### src/rtl/lpseq_pkg.sv
package lpseq_pkg;
  typedef enum logic [1:0] {
    ST_RUN   = 2'd0,
    ST_IDLE  = 2'd1,
    ST_SLEEP = 2'd2,
    ST_DEEP  = 2'd3
  } pwr_state_e;

  localparam int unsigned SRC_W     = 5;
  localparam int unsigned SRC_POR   = 0;
  localparam int unsigned SRC_MCLR  = 1;
  localparam int unsigned SRC_DSWDT = 2;
  localparam int unsigned SRC_RTC   = 3;
  localparam int unsigned SRC_EXT   = 4;

  localparam logic MODE_SLEEP = 1'b0;
  localparam logic MODE_IDLE  = 1'b1;
  localparam logic ADDR_ARM   = 1'b0;
  localparam logic ADDR_SRC   = 1'b1;
endpackage

### src/rtl/lpseq_arm.sv
module lpseq_arm #(
  parameter int unsigned ARM_WIN = 1
) (
  input  logic clk_i,
  input  logic rst_ni,
  input  logic set_i,
  input  logic clr_i,
  input  logic in_run_i,
  input  logic cmd_deep_i,
  input  logic cmd_idle_i,
  input  logic deep_exit_i,
  output logic arm_o
);
  localparam int unsigned CW = (ARM_WIN < 2) ? 1 : $clog2(ARM_WIN);
  localparam logic [CW-1:0] LAST = CW'(ARM_WIN - 1);

  logic          arm_q;
  logic [CW-1:0] cnt_q;

  always_ff @(posedge clk_i or negedge rst_ni) begin
    if (!rst_ni) begin
      arm_q <= 1'b0;
      cnt_q <= '0;
    end else if (set_i) begin
      arm_q <= 1'b1;
      cnt_q <= '0;
    end else if (clr_i || deep_exit_i) begin
      arm_q <= 1'b0;
      cnt_q <= '0;
    end else if (arm_q && in_run_i && !cmd_deep_i) begin
      // window expires unless a mode-0 command consumes it
      if (cmd_idle_i || cnt_q == LAST) begin
        arm_q <= 1'b0;
        cnt_q <= '0;
      end else begin
        cnt_q <= cnt_q + 1'b1;
      end
    end
  end

  assign arm_o = arm_q;


  arm_lapse_chk: assert property (@(posedge clk_i) disable iff (!rst_ni)
    (arm_q && in_run_i && !cmd_deep_i && !set_i && cnt_q == LAST) |=> !arm_q);
endmodule

### src/rtl/lpseq_wake.sv
module lpseq_wake
  import lpseq_pkg::*;
(
  input  logic             clk_i,
  input  logic             rst_ni,
  input  logic             in_deep_i,
  input  logic             enter_deep_i,
  input  logic             por_i,
  input  logic             mclr_ni,
  input  logic             dswdt_i,
  input  logic             rtc_alarm_i,
  input  logic             rtc_en_i,
  input  logic             ext_i,
  input  logic             ext_pol_i,
  input  logic             ext_en_i,
  output logic [SRC_W-1:0] cause_o
);
  logic ext_act;
  logic ext_prev_q;
  logic ext_arm_q;

  assign ext_act = (ext_i == ext_pol_i);

  always_ff @(posedge clk_i or negedge rst_ni) begin
    if (!rst_ni) begin
      ext_prev_q <= 1'b0;
      ext_arm_q  <= 1'b0;
    end else begin
      ext_prev_q <= ext_act;
      if (enter_deep_i)   ext_arm_q <= ext_en_i;
      else if (!in_deep_i) ext_arm_q <= 1'b0;
    end
  end

  always_comb begin
    cause_o            = '0;
    cause_o[SRC_POR]   = por_i;
    cause_o[SRC_MCLR]  = !mclr_ni;
    cause_o[SRC_DSWDT] = dswdt_i;
    cause_o[SRC_RTC]   = rtc_alarm_i && rtc_en_i;
    cause_o[SRC_EXT]   = ext_arm_q && ext_act && !ext_prev_q;
    if (!in_deep_i) cause_o = '0;
  end


  rtc_gate_chk: assert property (@(posedge clk_i) disable iff (!rst_ni)
    !rtc_en_i |-> !cause_o[SRC_RTC]);

  ext_edge_chk: assert property (@(posedge clk_i) disable iff (!rst_ni)
    cause_o[SRC_EXT] |=> ext_prev_q);
endmodule

### src/rtl/lpseq_fsm.sv
module lpseq_fsm
  import lpseq_pkg::*;
#(
  parameter int unsigned N_IRQ = 8
) (
  input  logic             clk_i,
  input  logic             rst_ni,
  input  logic             ps_cmd_i,
  input  logic             ps_mode_i,
  input  logic             arm_i,
  input  logic [N_IRQ-1:0] irq_req_i,
  input  logic [N_IRQ-1:0] irq_en_i,
  input  logic             wdt_to_i,
  input  logic             deep_wake_i,
  output pwr_state_e       state_o,
  output logic             held_o,
  output logic             wdt_clr_o,
  output logic             enter_deep_o,
  output logic             cmd_idle_o
);
  pwr_state_e state_q, state_d;
  logic held_q, wdt_clr_q;
  logic irq_hit, cmd_go;

  assign irq_hit = |(irq_req_i & irq_en_i);
  assign cmd_go  = ps_cmd_i && (state_q == ST_RUN);

  always_comb begin
    state_d = state_q;
    unique case (state_q)
      ST_RUN: if (cmd_go) begin
        if (ps_mode_i == MODE_IDLE) state_d = ST_IDLE;
        else if (arm_i)             state_d = ST_DEEP;
        else                        state_d = ST_SLEEP;
      end
      ST_IDLE, ST_SLEEP: if (held_q || irq_hit || wdt_to_i) state_d = ST_RUN;
      ST_DEEP: if (deep_wake_i) state_d = ST_RUN;
      default: state_d = ST_RUN;
    endcase
  end

  always_ff @(posedge clk_i or negedge rst_ni) begin
    if (!rst_ni) begin
      state_q   <= ST_RUN;
      held_q    <= 1'b0;
      wdt_clr_q <= 1'b0;
    end else begin
      state_q   <= state_d;
      // interrupt coincident with entry waits until entry is done
      held_q    <= cmd_go && irq_hit && (state_d != ST_DEEP);
      wdt_clr_q <= cmd_go && (ps_mode_i == MODE_IDLE);
    end
  end

  assign state_o      = state_q;
  assign held_o       = held_q;
  assign wdt_clr_o    = wdt_clr_q;
  assign enter_deep_o = cmd_go && (ps_mode_i == MODE_SLEEP) && arm_i;
  assign cmd_idle_o   = cmd_go && (ps_mode_i == MODE_IDLE);


  idle_entry_chk: assert property (@(posedge clk_i) disable iff (!rst_ni)
    (state_q == ST_RUN && ps_cmd_i && ps_mode_i) |=> (wdt_clr_q && state_q == ST_IDLE));

  light_wake_chk: assert property (@(posedge clk_i) disable iff (!rst_ni)
    ((state_q inside {ST_IDLE, ST_SLEEP}) && (irq_hit || wdt_to_i)) |=> state_q == ST_RUN);

  held_release_chk: assert property (@(posedge clk_i) disable iff (!rst_ni)
    held_q |-> (state_q != ST_RUN) ##1 (state_q == ST_RUN));
endmodule

### src/rtl/lp_seq.sv
module lp_seq
  import lpseq_pkg::*;
#(
  parameter int unsigned N_IRQ   = 8,
  parameter int unsigned ARM_WIN = 1
) (
  input  logic             clk_i,
  input  logic             rst_ni,
  input  logic             wr_en_i,
  input  logic             wr_addr_i,
  input  logic [SRC_W-1:0] wr_data_i,
  input  logic             ps_cmd_i,
  input  logic             ps_mode_i,
  input  logic [N_IRQ-1:0] irq_req_i,
  input  logic [N_IRQ-1:0] irq_en_i,
  input  logic             wdt_timeout_i,
  input  logic             dswdt_timeout_i,
  input  logic             por_i,
  input  logic             mclr_ni,
  input  logic             rtc_alarm_i,
  input  logic             rtc_en_i,
  input  logic             ext_int_i,
  input  logic             ext_pol_i,
  input  logic             ext_en_i,
  output logic             cpu_clk_en_o,
  output logic             wdt_clr_o,
  output logic             irq_release_o,
  output logic             arm_o,
  output logic [1:0]       pwr_state_o,
  output logic [SRC_W-1:0] wake_src_o
);
  pwr_state_e       state;
  logic             arm, held, enter_deep, cmd_idle;
  logic             arm_set, arm_clr, src_wr, in_deep, deep_exit;
  logic [SRC_W-1:0] cause;
  logic [SRC_W-1:0] src_q;

  assign arm_set   = wr_en_i && (wr_addr_i == ADDR_ARM) && wr_data_i[0];
  assign arm_clr   = wr_en_i && (wr_addr_i == ADDR_ARM) && !wr_data_i[0];
  assign src_wr    = wr_en_i && (wr_addr_i == ADDR_SRC);
  assign in_deep   = (state == ST_DEEP);
  assign deep_exit = in_deep && (|cause);

  lpseq_fsm #(.N_IRQ(N_IRQ)) u_fsm (
    .clk_i        (clk_i),
    .rst_ni       (rst_ni),
    .ps_cmd_i     (ps_cmd_i),
    .ps_mode_i    (ps_mode_i),
    .arm_i        (arm),
    .irq_req_i    (irq_req_i),
    .irq_en_i     (irq_en_i),
    .wdt_to_i     (wdt_timeout_i),
    .deep_wake_i  (deep_exit),
    .state_o      (state),
    .held_o       (held),
    .wdt_clr_o    (wdt_clr_o),
    .enter_deep_o (enter_deep),
    .cmd_idle_o   (cmd_idle)
  );

  lpseq_arm #(.ARM_WIN(ARM_WIN)) u_arm (
    .clk_i       (clk_i),
    .rst_ni      (rst_ni),
    .set_i       (arm_set),
    .clr_i       (arm_clr),
    .in_run_i    (state == ST_RUN),
    .cmd_deep_i  (enter_deep),
    .cmd_idle_i  (cmd_idle),
    .deep_exit_i (deep_exit),
    .arm_o       (arm)
  );

  lpseq_wake u_wake (
    .clk_i        (clk_i),
    .rst_ni       (rst_ni),
    .in_deep_i    (in_deep),
    .enter_deep_i (enter_deep),
    .por_i        (por_i),
    .mclr_ni      (mclr_ni),
    .dswdt_i      (dswdt_timeout_i),
    .rtc_alarm_i  (rtc_alarm_i),
    .rtc_en_i     (rtc_en_i),
    .ext_i        (ext_int_i),
    .ext_pol_i    (ext_pol_i),
    .ext_en_i     (ext_en_i),
    .cause_o      (cause)
  );

  always_ff @(posedge clk_i or negedge rst_ni) begin
    if (!rst_ni)        src_q <= '0;
    else if (arm_set)   src_q <= '0;
    else if (src_wr)    src_q <= wr_data_i;
    else if (deep_exit) src_q <= src_q | cause;
  end

  assign cpu_clk_en_o  = (state == ST_RUN);
  assign irq_release_o = held && (state != ST_RUN);
  assign arm_o         = arm;
  assign pwr_state_o   = state;
  assign wake_src_o    = src_q;


  deep_armed_chk: assert property (@(posedge clk_i) disable iff (!rst_ni)
    in_deep |-> arm);

  deep_exit_chk: assert property (@(posedge clk_i) disable iff (!rst_ni)
    deep_exit |=> (cpu_clk_en_o && !arm && ((src_q & $past(cause)) == $past(cause))));

  arm_src_clr_chk: assert property (@(posedge clk_i) disable iff (!rst_ni)
    arm_set |=> (src_q == '0));
endmodule

### config.mk
export PLATFORM = sky130hd
export DESIGN_NAME = lp_seq
export DESIGN_NICKNAME = d
export VERILOG_FILES = /design/src/rtl/lpseq_pkg.sv /design/src/rtl/lpseq_arm.sv /design/src/rtl/lpseq_wake.sv /design/src/rtl/lpseq_fsm.sv /design/src/rtl/lp_seq.sv
export SDC_FILE = /design/constraint.sdc
export NUM_CORES = 1
export LEC_CHECK = 0
export BUFFER_PORTS_ARGS = -buffer_cell sky130_fd_sc_hd__buf_2
export CAP_MARGIN = 20
export CELL_PAD_IN_SITES_DETAIL_PLACEMENT = 1
export CELL_PAD_IN_SITES_GLOBAL_PLACEMENT = 1
export CORE_MARGIN = 3
export CORE_UTILIZATION = 32
export DETAILED_ROUTE_END_ITERATION = 10
export GPL_TIMING_DRIVEN = 0
export HOLD_SLACK_MARGIN = 0.08
export PLACE_DENSITY_LB_ADDON = 0.1
export SLEW_MARGIN = 20
export SYNTH_ARGS = -nofsm -noshare
export SYNTH_HDL_FRONTEND = slang
export SYNTH_SLANG_ARGS = --single-unit
### constraint.sdc
create_clock -name clk_i -period 3 [get_ports clk_i]
set_clock_uncertainty 0.05 [all_clocks]
set_input_delay 0.6 -clock clk_i [delete_from_list [all_inputs] [get_ports clk_i]]
set_output_delay 0.6 -clock clk_i [all_outputs]
set_load 0.01 [all_outputs]
==> flow_summary.json <==
{
  "die_x_um": 55.2,
  "worstMarginPinSlew_ns": 0.490,
  "cts_tree": "built",
  "die_y_um": 55.2,
  "synth-async-reset-ratio_pct": 100,
  "htreeDepth": 1,
  "placed_cells": 154,
  "ys_seq_elements": 13,
  "firstDrtPassIters": 4,
  "tns_ns": 0,
  "ant_nets": 0,
  "dieArea_um2": 3050,
  "num_rows": 17,
  "ios": 47,
  "cts.sinks": 13,
  "grt_pass1_vias": 904,
  "diodes": 0,
  "grt_pass1_wl_um": 3840,
  "mappedNetlistArea_um2": 776,
  "postSynthCellCount": 80,
  "finalWirelength_um": 2170,
  "root_buffer": "clkbuf_4",
  "ys_warn_count": 0,
  "cts_buffers": 3,
  "avgSynthCellArea_um2": 9.70,
  "coreArea_um2": 2250,
  "worstSkewPairLatency_ns": 0.27,
  "maxSlewViolCount": 0,
  "antenna_found_initial": 0,
  "gr-usage-all-layers_pct": 15.1,
  "port_buffers": 46,
  "powerDensity_nw_per_um2": 606,
  "relSlewSlack_pct": 67.2,
  "hold_violations": 0,
  "cp_max_fo": 5,
  "worstSetupPathType": "flip-flop to primary output",
  "routed_via_density": 5.18,
  "finalPower_uw": 647,
  "synth_cell_types": 33,
  "clock_path_buffers": 2,
  "cts_resized": 0,
  "hold_path_class": "primary input to asynchronous set/reset pin",
  "synthesis.nets": 120,
  "yosysSeqAreaShare_pct": 41.9,
  "ir_worst_vdd_mv": 0.229,
  "dpl.hpwl_um": 1850,
  "final_nets": 171,
  "drive_gt1_share_pct": 40.8,
  "drcViolationCount": 0,
  "crit_required_ns": 2.35,
  "setup_violations": 0,
  "initial_core_util_pct": 34.4,
  "crit_path_start_kind": "flip-flop",
  "hold_buffers": 0,
  "overflow": 0,
  "synth_edf_count": 0,
  "synth_flop_cell": "dfrtp_1",
  "arrival_ns": 1.31,
  "drt_iter0_markers": 7,
  "leakagePower_nw": 0.583,
  "period_share_pct": 65.4,
  "status": "finished, final reports clean",
  "place_congestion": 0.839,
  "grt_max_degree": 14,
  "syn2layout_area_growth_pct": 37.6,
  "maxCapViolCount": 0,
  "fin_cells": 158,
  "period_minus_slack_ns": 1.96,
  "post_cts_buffers": 0,
  "fmax_ghz": 0.509,
  "wl_per_cell_um": 13.7,
  "route.vias.total": 819,
  "cp-end-kind": "primary output",
  "clk_pin_slew_ns": 0.08,
  "rsz0062_at_grt": "false"
}
==> final timing paths <==
kind                       cells after the start                         to                  startpoint  slack [ns]
setup reg to reg                               5     u_fsm.held_o$_DFF_PN0_  u_fsm.state_o[1]$_DFF_PN0_        1.12
hold / removal                                 1    u_arm.cnt_q$_DFFE_PN0P_                      rst_ni        0.16
max in group asynchronous                      1  wake_src_o[3]$_DFFE_PN0P_                      rst_ni        2.51
min in group clk_i                             2  wake_src_o[0]$_DFFE_PN0P_   wake_src_o[0]$_DFFE_PN0P_        0.43
setup / recovery                               4              irq_release_o  u_fsm.state_o[0]$_DFF_PN0_        1.04
hold reg to reg                                2  wake_src_o[0]$_DFFE_PN0P_   wake_src_o[0]$_DFFE_PN0P_        0.43
==> logic make-up (layout without fill, tap and decap cells) <==
kind of cell / count (synthesis) / count (layout) / synth area share, %
multiplexers: 1 / 1 / 1.29
flip-flops: 13 / 13 / 41.9
AO/OA/AOI/OAI: 27 / 27 / 27.1
buffers and inverters: 7 / 57 / 3.39
XOR/XNOR: 1 / 1 / 1.13
adder cells (fa/ha/maj): 4 / 4 / 6.45
AND/OR/NAND/NOR: 27 / 27 / 18.7
==> per-stage QoR <==
stage	hold slack, ns	cell area, µm²	util (%)	setup slack, ns
floorplan	0.254	776	-	1.26
global placement	0.411	1040	46.2	1.01
detailed placement	0.420	1040	46.2	0.974
CTS	0.158	1070	47.3	1.02
global route	0.171	1070	47.3	0.897
finish	0.156	1070	47.3	1.04
==> sequential cells by signal, summed over array words and instances, names as in the netlist <==
signal             flops
wake_src_o             5
u_fsm.state_o          2
u_arm.arm_o            1
u_arm.cnt_q            1
u_fsm.held_o           1
u_fsm.wdt_clr_o        1
u_wake.ext_arm_q       1
u_wake.ext_prev_q      1
==> layer usage <==
metal	wire length, µm	part of all wire (%)	global-route usage (%)
met4	0	0	2.08
met2	1130	52	27.5
met1	890	41	18.2
met5	0	0	0
met3	146	6.7	3.50
==> critical path: stages (launching register included) <==
cell	delay, ns
dfrtp_1	0.41
inv_1	0.11
ha_1	0.27
nor2b_1	0.12
buf_2	0.13
==> cell usage after synthesis, types with 2 or more instances <==
cell type,instances,share of area [%]
a211o_1,2,2.3
ha_1,4,6.5
nand2_1,7,3.4
nor2_1,7,3.4
a211oi_1,5,4.8
a21oi_1,3,1.9
inv_1,7,3.4
o21ai_0,3,1.9
dfrtp_1,13,42
a22oi_1,4,3.9
and3_1,2,1.6
nand3_1,2,1.3
==> power by group <==
group | leakage (nW) | internal [mW] | total (mW) | switching (mW)
logic | 0.402 | 0.135 | 0.301 | 0.166
clock network | 0.0150 | 0.0515 | 0.109 | 0.0579
registers | 0.166 | 0.211 | 0.237 | 0.0263
total | 0.583 | 0.397 | 0.647 | 0.250
==> final cells by class <==
class                      count  area [µm²]
timing repair buffer          46         230
sequential                    13         325
fill                         295        1190
clock buffer                   4        26.3
multi-input combinational     60         424
tap                           28        35.0
inverter                       7        26.3
==> cell usage in the layout (no fill, tap or decap), types with 2 or more instances in the layout <==
cell / count
buf_2: 46
dfrtp_1: 13
inv_1: 7
nor2_1: 7
nand2_1: 7
a211oi_1: 5
a22oi_1: 4
ha_1: 4
a21oi_1: 3
o21ai_0: 3
clkbuf_4: 3
and3_1: 2
a211o_1: 2
nand3_1: 2
Power figures use the tool's default switching activity.
